$ cat config.mk
export PLATFORM = sky130hd
export DESIGN_NAME = fault_frame_writer
export DESIGN_NICKNAME = d
export VERILOG_FILES = /design/src/rtl/ffw_pkg.sv /design/src/rtl/ffw_capture.sv /design/src/rtl/ffw_ctrl.sv /design/src/rtl/fault_frame_writer.sv
export SDC_FILE = /design/constraint.sdc
export NUM_CORES = 1
export LEC_CHECK = 0
export CAP_MARGIN = 10
export CORE_MARGIN = 8
export CORE_UTILIZATION = 48
export CTS_BUF_LIST = sky130_fd_sc_hd__clkbuf_4
export CTS_CLUSTER_DIAMETER = 200
export CTS_CLUSTER_SIZE = 16
export DETAILED_ROUTE_END_ITERATION = 16
export GPL_TIMING_DRIVEN = 0
export PLACE_DENSITY = 0.84
export SYNTH_ARGS = -nofsm -noshare
export SYNTH_HDL_FRONTEND = slang
export SYNTH_SLANG_ARGS = --single-unit
$ cat constraint.sdc
create_clock -name clk -period 4.15 [get_ports clk]
set_input_delay 1.245 -clock clk [delete_from_list [all_inputs] [get_ports clk]]
set_output_delay 1.245 -clock clk [all_outputs]
set_load 0.005 [all_outputs]
$ cat src/rtl/ffw_pkg.sv
package ffw_pkg;
  typedef enum logic [1:0] {RM_NORMAL = 2'd0, RM_WRITING = 2'd1, RM_DONE = 2'd2} run_mode_e;
  typedef enum logic [1:0] {FMT_SHORT = 2'd0, FMT_LONG = 2'd1, FMT_ACCESS = 2'd2} frame_fmt_e;

  typedef struct packed {
    logic [2:0] fc;
    logic       rw;
    logic [1:0] size;
    logic       mmu;
  } fault_attr_t;

  localparam int CNT_W = 6;

  function automatic logic [CNT_W-1:0] frame_len(frame_fmt_e f);
    case (f)
      FMT_SHORT:  return CNT_W'(16);
      FMT_LONG:   return CNT_W'(46);
      default:    return CNT_W'(30);
    endcase
  endfunction

  function automatic logic [15:0] status_word(frame_fmt_e f, fault_attr_t a);
    if (f == FMT_ACCESS) return {5'b0, a.mmu, 1'b0, a.rw, 5'b0, a.fc};
    return 16'h0100 | {9'b0, a.rw, a.size, 1'b0, a.fc};
  endfunction

  function automatic logic [15:0] fmtvec_word(frame_fmt_e f, logic [7:0] vec);
    logic [3:0] code;
    case (f)
      FMT_SHORT: code = 4'hA;
      FMT_LONG:  code = 4'hB;
      default:   code = 4'h7;
    endcase
    return {code, 2'b00, vec, 2'b00};
  endfunction

  // p counts from the final stack pointer upward (p = 0 is pushed last)
  function automatic logic [15:0] frame_word(frame_fmt_e f, logic [CNT_W-1:0] p, fault_attr_t a,
                                             logic [7:0] vec, logic [31:0] pcv,
                                             logic [31:0] fa, logic [15:0] srv);
    logic [15:0] w;
    w = '0;
    if (p == 0)      w = srv;
    else if (p == 1) w = pcv[31:16];
    else if (p == 2) w = pcv[15:0];
    else if (p == 3) w = fmtvec_word(f, vec);
    else if (f == FMT_ACCESS) begin
      if (p == 4 || p == 10)      w = fa[31:16];
      else if (p == 5 || p == 11) w = fa[15:0];
      else if (p == 6)            w = status_word(f, a);
    end else begin
      if (p == 5)      w = status_word(f, a);
      else if (p == 8) w = fa[31:16];
      else if (p == 9) w = fa[15:0];
    end
    return w;
  endfunction
endpackage

$ cat src/rtl/ffw_capture.sv
module ffw_capture
  import ffw_pkg::*;
(
  input  logic        clk,
  input  logic        rst_n,
  input  logic        accept,
  input  logic        access_style,
  input  logic [31:0] fault_addr,
  input  logic [31:0] instr_addr,
  input  fault_attr_t attr_in,
  input  logic [7:0]  vector,
  input  logic [31:0] pc,
  input  logic [15:0] sr,
  output frame_fmt_e  fmt_now,
  output frame_fmt_e  fmt_q,
  output fault_attr_t attr_q,
  output logic [7:0]  vec_q,
  output logic [31:0] pc_q,
  output logic [31:0] fa_q,
  output logic [15:0] sr_q
);
  always_comb begin
    if (access_style)              fmt_now = FMT_ACCESS;
    else if (fault_addr == instr_addr) fmt_now = FMT_SHORT;
    else                           fmt_now = FMT_LONG;
  end

  always_ff @(posedge clk or negedge rst_n) begin
    if (!rst_n) begin
      fmt_q  <= FMT_SHORT;
      attr_q <= '0;
      vec_q  <= '0;
      pc_q   <= '0;
      fa_q   <= '0;
      sr_q   <= '0;
    end else if (accept) begin
      fmt_q  <= fmt_now;
      attr_q <= attr_in;
      vec_q  <= vector;
      pc_q   <= pc;
      fa_q   <= fault_addr;
      sr_q   <= sr;
    end
  end
endmodule

$ cat src/rtl/ffw_ctrl.sv
module ffw_ctrl
  import ffw_pkg::*;
(
  input  logic             clk,
  input  logic             rst_n,
  input  logic             fault_req,
  input  logic [CNT_W-1:0] len_now,
  input  logic [31:0]      sp_in,
  input  logic             wr_ack,
  input  logic             done_clr,
  output logic             accept,
  output logic             halt_evt,
  output logic             push_ack,
  output run_mode_e        mode,
  output logic [CNT_W-1:0] cnt,
  output logic [31:0]      sp,
  output logic             halted,
  output logic             done,
  output logic             rd_strobe
);
  assign accept   = fault_req && !halted && (mode != RM_WRITING);
  assign halt_evt = fault_req && !halted && (mode == RM_WRITING);
  assign push_ack = !fault_req && !halted && (mode == RM_WRITING) && wr_ack;

  always_ff @(posedge clk or negedge rst_n) begin
    if (!rst_n) begin
      mode      <= RM_NORMAL;
      cnt       <= '0;
      sp        <= '0;
      halted    <= 1'b0;
      done      <= 1'b0;
      rd_strobe <= 1'b0;
    end else begin
      done      <= 1'b0;
      rd_strobe <= 1'b0;
      if (halt_evt) begin
        halted    <= 1'b1;
        rd_strobe <= 1'b1;
      end else if (accept) begin
        mode <= RM_WRITING;
        cnt  <= len_now - 1'b1;
        sp   <= sp_in;
      end else if (push_ack) begin
        sp <= sp - 32'd2;
        if (cnt == '0) begin
          mode <= RM_DONE;
          done <= 1'b1;
        end else begin
          cnt <= cnt - 1'b1;
        end
      end else if (!halted && mode == RM_DONE && done_clr) begin
        mode <= RM_NORMAL;
      end
    end
  end
endmodule

$ cat src/rtl/fault_frame_writer.sv
module fault_frame_writer
  import ffw_pkg::*;
#(
  parameter logic [31:0] HALT_ADDR = 32'h00FF_FF01
) (
  input  logic        clk,
  input  logic        rst_n,
  input  logic        fault_req,
  input  logic        access_style,
  input  logic [31:0] fault_addr,
  input  logic [31:0] instr_addr,
  input  logic [2:0]  acc_fc,
  input  logic        acc_rw,
  input  logic [1:0]  acc_size,
  input  logic        mmu_fault,
  input  logic [7:0]  vector,
  input  logic [31:0] pc,
  input  logic [15:0] sr,
  input  logic [31:0] sp_in,
  input  logic        wr_ack,
  input  logic        done_clr,
  output logic        wr_req,
  output logic [31:0] wr_addr,
  output logic [15:0] wr_data,
  output logic [31:0] sp_out,
  output logic        rd_strobe,
  output logic [31:0] rd_addr,
  output logic [1:0]  run_mode,
  output logic        done,
  output logic        halted
);
  fault_attr_t      attr_in, attr_q;
  frame_fmt_e       fmt_now, fmt_q;
  logic [7:0]       vec_q;
  logic [31:0]      pc_q, fa_q, sp_q;
  logic [15:0]      sr_q;
  logic             accept, halt_evt, push_ack;
  run_mode_e        mode;
  logic [CNT_W-1:0] cnt;

  assign attr_in = '{fc: acc_fc, rw: acc_rw, size: acc_size, mmu: mmu_fault};

  ffw_capture u_capture (
    .clk(clk), .rst_n(rst_n), .accept(accept), .access_style(access_style),
    .fault_addr(fault_addr), .instr_addr(instr_addr), .attr_in(attr_in),
    .vector(vector), .pc(pc), .sr(sr), .fmt_now(fmt_now), .fmt_q(fmt_q),
    .attr_q(attr_q), .vec_q(vec_q), .pc_q(pc_q), .fa_q(fa_q), .sr_q(sr_q)
  );

  ffw_ctrl u_ctrl (
    .clk(clk), .rst_n(rst_n), .fault_req(fault_req), .len_now(frame_len(fmt_now)),
    .sp_in(sp_in), .wr_ack(wr_ack), .done_clr(done_clr), .accept(accept),
    .halt_evt(halt_evt), .push_ack(push_ack), .mode(mode), .cnt(cnt), .sp(sp_q),
    .halted(halted), .done(done), .rd_strobe(rd_strobe)
  );

  assign wr_req   = (mode == RM_WRITING) && !halted;
  assign wr_addr  = sp_q - 32'd2;
  assign wr_data  = frame_word(fmt_q, cnt, attr_q, vec_q, pc_q, fa_q, sr_q);
  assign sp_out   = sp_q;
  assign rd_addr  = HALT_ADDR;
  assign run_mode = mode;
endmodule

# Yosys cells after proc, flatten, opt, wreduce, memory -nomap -nowiden

Cells that the tools add are included.

Memories kept: 0
Latch bits: 0
Word-level logic and storage cells: 104
Output and inout bits: 118
Memory bits (read-only): 0
Input port bits: 165
Register bits: 140
RAM bits: 0

Shifts and indexed selects: 0
Mux-type cells: 45
Magnitude comparators: 0
Divide/modulo/power cells: 0
Bitwise gates (word level): 1
Reductions and logical operators: 21
Equal/unequal tests: 19
Multipliers: 0
$add $sub $neg: 3

Operator list:

| kind                  | number |
|---|---|
| $mux 16               | 11 |
| $mux 32               | 2 |
| $eq 32x32->1          | 1 |
| $sub 32x2->32 const B | 1 |
| $eq 6x4->1 const B    | 4 |
| $mux 11               | 2 |
| $mux 1                | 20 |
| $eq 6x3->1 const B    | 3 |
| $mux 6                | 3 |
| $eq 6x2->1 const B    | 2 |
| $pmux 6 s2            | 1 |
| $sub 6x1->6 const B   | 2 |
| $mux 2                | 5 |
| $logic_and 1x1->1     | 9 |
| $pmux 4 s2            | 1 |
| $eq 2x1->1 const B    | 3 |
| $eq 6x1->1 const B    | 1 |
| $logic_not 6->1       | 1 |
| $reduce_and 3->1      | 2 |
| $eq 2x2->1 const B    | 2 |
| $logic_not 2->1       | 2 |
| $ne 3x2->1 const B    | 1 |
| $reduce_bool 3->1     | 1 |
| $logic_not 1->1       | 2 |
| 6 further kinds       | 7 |

# Logic depth before layout (Yosys ltp)

Depth after elaboration: 18
Mapped depth: 9
Mapped depth without buffers: 7

# Modules after synthesis

Synthesis repeated with hierarchy kept, for this count alone.

Cells, all modules: 839
Area, all modules: 8514.4 um^2

By module, submodules not included:

| module             | sequential area each (um^2) | area an instance (um^2) | instances | cells each |
|---|---|---|---|---|
| ffw_capture        | 2427.3                      | 3933.8                  | 1         | 249 |
| ffw_ctrl           | 1076.0                      | 2454.9                  | 1         | 270 |
| fault_frame_writer | 0.0                         | 2125.8                  | 1         | 320 |

# Least setup slack after synthesis

OpenSTA, ideal clock, no wires.

Path type: register -> output
Start: register u_ctrl.cnt[1]
End: output port wr_data[14]
Cell stages (with the launch flop): 10
Path buffers: 2
Setup slack: 763 ps
Required time: 2905 ps
Arrival: 2142 ps
Path through: dfrtp_1 > inv_1 > ha_1 > or4b_1 > nand2b_1 > buf_2 > buf_2 > a21oi_1 > o22ai_1 > a32oi_1

Longest elaborated chain between the ends: 9
Elaborated cells between the ends (all ways): 22
Classes of those cells: eq/ne: 9; mux: 10; reduce/logical: 3

Ends and longest elaborated chain:

| item                                               | RTL line                     | source |
|---|---|---|
| from (decl)                                        | ffw_ctrl.sv:15               | `output logic [CNT_W-1:0] cnt,` |
| from (signal assigned)                             | ffw_ctrl.sv:41               | `cnt <= len_now - 1'b1;` |
| from (signal assigned)                             | ffw_ctrl.sv:49               | `cnt <= cnt - 1'b1;` |
| $eq 6x4->1, or another cell as far along           | ffw_pkg.sv:54                | `else if (p == 9) w = fa[15:0];` |
| $mux 16 / $logic_or 1x1->1 (equally long branches) | ffw_pkg.sv:54, ffw_pkg.sv:49 |  |
| $mux 16, on equally long branches                  | ffw_pkg.sv:53, ffw_pkg.sv:49 |  |
| $mux 16, on equally long branches                  | ffw_pkg.sv:52, ffw_pkg.sv:48 |  |
| $mux 16                                            | ffw_pkg.sv:47                | `else if (f == FMT_ACCESS) begin` |
| $mux 16                                            | ffw_pkg.sv:46                | `else if (p == 3) w = fmtvec_word(f, vec);` |
| $mux 16                                            | ffw_pkg.sv:45                | `else if (p == 2) w = pcv[15:0];` |
| $mux 16                                            | ffw_pkg.sv:44                | `else if (p == 1) w = pcv[31:16];` |
| $mux 16 *                                          | ffw_pkg.sv:43                | `if (p == 0) w = srv;` |
| to (decl)                                          | fault_frame_writer.sv:24     | `output logic [15:0] wr_data,` |

Every way passes the cells marked *; elsewhere a longest branch is shown, timed or not.

# Worst setup path after layout

Start: register u_ctrl.cnt[1]
End: output port wr_data[10]

Longest elaborated chain between the ends: 9
Elaborated cells between the ends (all ways): 24
Classes of those cells: eq/ne: 10; mux: 11; reduce/logical: 3

Ends and longest elaborated chain:

| item                                     | RTL line |
|---|---|
| $eq 6x4->1, or another cell as far along | ffw_pkg.sv:54 |
| $mux 16, or another cell as far along    | ffw_pkg.sv:54 |
| $mux 16, on equally long branches        | ffw_pkg.sv:53, ffw_pkg.sv:49 |
| $mux 16, on equally long branches        | ffw_pkg.sv:52, ffw_pkg.sv:48 |
| $mux 16                                  | ffw_pkg.sv:47 |
| $mux 16                                  | ffw_pkg.sv:46 |
| $mux 16                                  | ffw_pkg.sv:45 |
| $mux 16                                  | ffw_pkg.sv:44 |
| $mux 16 *                                | ffw_pkg.sv:43 |

Marked as above.

==> results by group <==
Setup path
  • Critical path arrival: 2.91 ns
  • Crit path max fanout: 6
  • Critical Path Start Type: flop
  • Crit path launch: u_ctrl.cnt[1]
  • Reg2reg end: u_capture.pc_q[24]
  • Crit path cell chain: inv_2, ha_4, or4b_4, nor2_4, nor2_4, buf_4, a221oi_4, o32ai_2, buf_2
  • Crit path required time: 2.90 ns
  • Cell count of the worst reg-to-reg path: 6
  • Crit path capture type: output port
  • CP dominant cell by count: nor2_4
  • End of the critical path: wr_data[10]
  • Flop2flop setup slack: 1.49 ns
  • CP Class: reg2out
  • Slowest cell on crit path: or4b_4
  • RR Startpoint: u_ctrl.halted
  • Slowest stage delay, CP: 0.52 ns

GRT
  • First-pass GRT wire length: 52000 um
  • Total track usage: 30.3%
  • Largest net degree at the start of global routing: 75
  • Overflow after GRT: 0
  • Initial antenna violation count: 2
  • Vias in the first global route: 9039

Pwr
  • Combinational Power Share: 55.7%
  • Pwr/cell area: 673 mW/mm2
  • Switch Pwr: 0.00377 W
  • Sw Ratio: 44.1%
  • Clock power share: 12.1%
  • Pint: 0.00478 W
  • Leak pwr: 5.83 nW
  • Sequential share of power: 32.2%
  • Max rail drop VDD: 0.539 mV

STA
  • Worst Tran Pin Value: 0.778 ns
  • Skew final: 0.0214 ns
  • Fmax: 0.241 GHz
  • Final Max Slew Viols: 0
  • Final setup viols: 1
  • Fin crit share: 100%
  • Max_slew headroom: 48.1%
  • Total negative slack: -0.000714 ns
  • Min Tclk post-route: 4.15 ns
  • Hold Vio Cnt, Final: 0
  • RSZ-0062 raised after global routing: yes
  • Final WS setup: -0.000714 ns

Cells and area
  • Fillers: 1245
  • Core Util, Final: 74.0%
  • Layout cells sized above 1: 19.1%
  • Multi-input logic area: 0.00513 mm2
  • Syn-to-layout area delta: 51.4%
  • Register area: 0.00351 mm2
  • Nets: 1533

Drt
  • Via density: 5.87
  • Via count: 9393
  • WL final: 35100 um
  • Initial DRC Count: 945
  • Met3 wire length: 3710 um
  • WL/cell: 21.9 um
  • First-pass DRT Iterations: 6
  • Met1 WL: 13700 um
  • Top routing layer in use: met4
  • DRC Markers: 0
  • Routed Antenna Nets: 0
  • Detail Route met2 WL: 16300 um

Clocking
  • CTS sink cnt: 140
  • TritonCTS Buffers: 17
  • CTS tree: done
  • Clock-pin slew on the worst setup and hold paths: 0.13 ns
  • Worst-Skew Late Latency: 0.57 ns
  • Root buffer cell: clkbuf_4
  • Clock Path Buffers: 2
  • H-tree lvl count: 4

Synthesis
  • Number of synthesized flops with an enable pin: 0
  • Cell area after synthesis: 0.00839 mm2
  • Ys Warns: 0
  • Sequential area share after synthesis: 41.7%
  • Cell variety after synth: 70
  • Gate Count Post-Synth: 1019
  • Synth top area share: 41.7%
  • Average size of a mapped cell: 8.24 um2
  • Top FF cell, synth: dfrtp_1
  • Synth cell count leaders: 340 x nand2_1, 140 x dfrtp_1, 50 x xor2_1
  • Post-synth ARST share: 100%
  • Most common cell in the netlist: nand2_1
  • FF+latch count, synth: 140
  • Synth area leader: dfrtp_1
  • Top cells by area, synth: dfrtp_1 42%, nand2_1 15%, xor2_1 5.2%

Outcome
  • Failing checks: setup timing
  • Status: complete, but fails checks

Hold path
  • Hold crit path type: reg2reg

Floorplan
  • Starting Density: 48.9%
  • Die width: 148 um
  • Die Area: 0.0220 mm2
  • Row cnt: 48
  • Vert. Die Dim: 148 um
  • Core area: 0.0172 mm2
  • I/O pin total: 283

Place
  • Post-DP HPWL: 25500 um
  • Pre-CTS setup slack: -0.392 ns
  • PortBufs: 250
  • Gpl congestion: 1.01

Flow run
  • MaxCap Viol Count: 0
## placed cells by master (no fill, tap or decap), drive strengths merged, types with 21 or more instances in the layout
master	instances
clkdlybuf4s50	213
clkbuf	65
nor3	21
buf	100
nand2	340
conb	32
a21oi	25
xor2	50
o21ai	38
nor4	22
dfrtp	140
nor2	46
## flip-flops by register name, summed over array words and instances, names as in the netlist, 6 cells and up
register / flops
u_capture.pc_q: 32
u_capture.vec_q: 8
u_capture.sr_q: 16
u_ctrl.sp: 32
u_capture.fa_q: 32
u_ctrl.cnt: 6
u_capture.attr_q: 7
## metrics by stage
| step | cell area, um2 | power (W) | hold WS [ns] | instances |
|---|---|---|---|---|
| after CTS | 12300 | 0.00805 | 0.496 | 1571 |
| after detailed placement | 11300 | 0.00650 | 0.464 | 1525 |
| final | 12700 | 0.00855 | 0.496 | 1601 |
| after floorplan | 8500 | 0.00446 | 0.439 | 1049 |
| after global routing | 12700 | 0.00897 | 0.527 | 1601 |
| after global placement | 11300 | 0.00644 | 0.460 | 1524 |
## routing by layer
| layer | up-vias | GRT usage (%) |
|---|---|---|
| met4 | 0 | 13.0 |
| li1 | 4186 | - |
| met2 | 608 | 47.6 |
| met3 | 97 | 9.63 |
| met5 | - | 0 |
| met1 | 4502 | 37.7 |
## power groups by stage
stage               clock network (W)  registers, W  logic (W)
floorplan                           0       0.00238    0.00208
global placement                    0       0.00260    0.00384
detailed placement                  0       0.00260    0.00390
CTS                           0.00104       0.00267    0.00433
global route                  0.00110       0.00280    0.00507
finish                        0.00104       0.00275    0.00476
## how the worst min path moves through the flow
stage | from | endpoint | slack [ns] | depth (start not counted)
final | u_capture.sr_q[5] | u_capture.sr_q[5] | 0.50 | 2
after detailed placement | u_capture.attr_q[1] | u_capture.attr_q[1] | 0.46 | 2
after global routing | u_capture.sr_q[8] | u_capture.sr_q[8] | 0.53 | 2
after global placement | u_capture.pc_q[24] | u_capture.pc_q[24] | 0.46 | 2
after CTS | u_capture.attr_q[1] | u_capture.attr_q[1] | 0.50 | 2
after floorplan | u_capture.vec_q[0] | u_capture.vec_q[0] | 0.44 | 2
## cell families (layout without fill, tap and decap cells)
logic type	count (synthesis)	count (layout)	share of synthesized area, %
adders and majority gates	6	6	0.895
other	2	34	0.0895
buffers and inverters	102	427	6.32
xor gates and xnor gates	62	62	6.47
DFF	140	140	41.7
and+or+nand+nor	515	515	28.1
muxes	4	4	0.477
AOI/OAI and AO/OA	188	188	15.9
## layout make-up
cell class                      instances  share of cell area [%]
Clock buffer                           17                    1.00
Inverter                               11                   0.354
Timing Repair Buffer                  300                    22.7
Tap cell                              225                    2.22
Sequential cell                       140                    27.6
Buffer                                 85                    4.19
Clock inverter                         14                    1.52
Antenna cell                            2                  0.0394
Multi-Input combinational cell        807                    40.4
## worst max-delay path: cells and delay by family, from the launching register on
family	cells	cell delay, ns
adder cells (fa/ha/maj)	1	0.15
AND/OR/NAND/NOR	3	0.87
AO/OA/AOI/OAI	2	0.43
flip-flops	1	0.44
buffers and inverters	3	0.44
## timing repair
item | CTS | global route
pin swaps | 16 | 28
gates resized for setup | 171 | 66
endpoints found under the setup margin | 39 | 25
buffers inserted | 20 | 30
hold buffers | 0 | 0
Note: power is estimated with default switching activity, not from simulation.
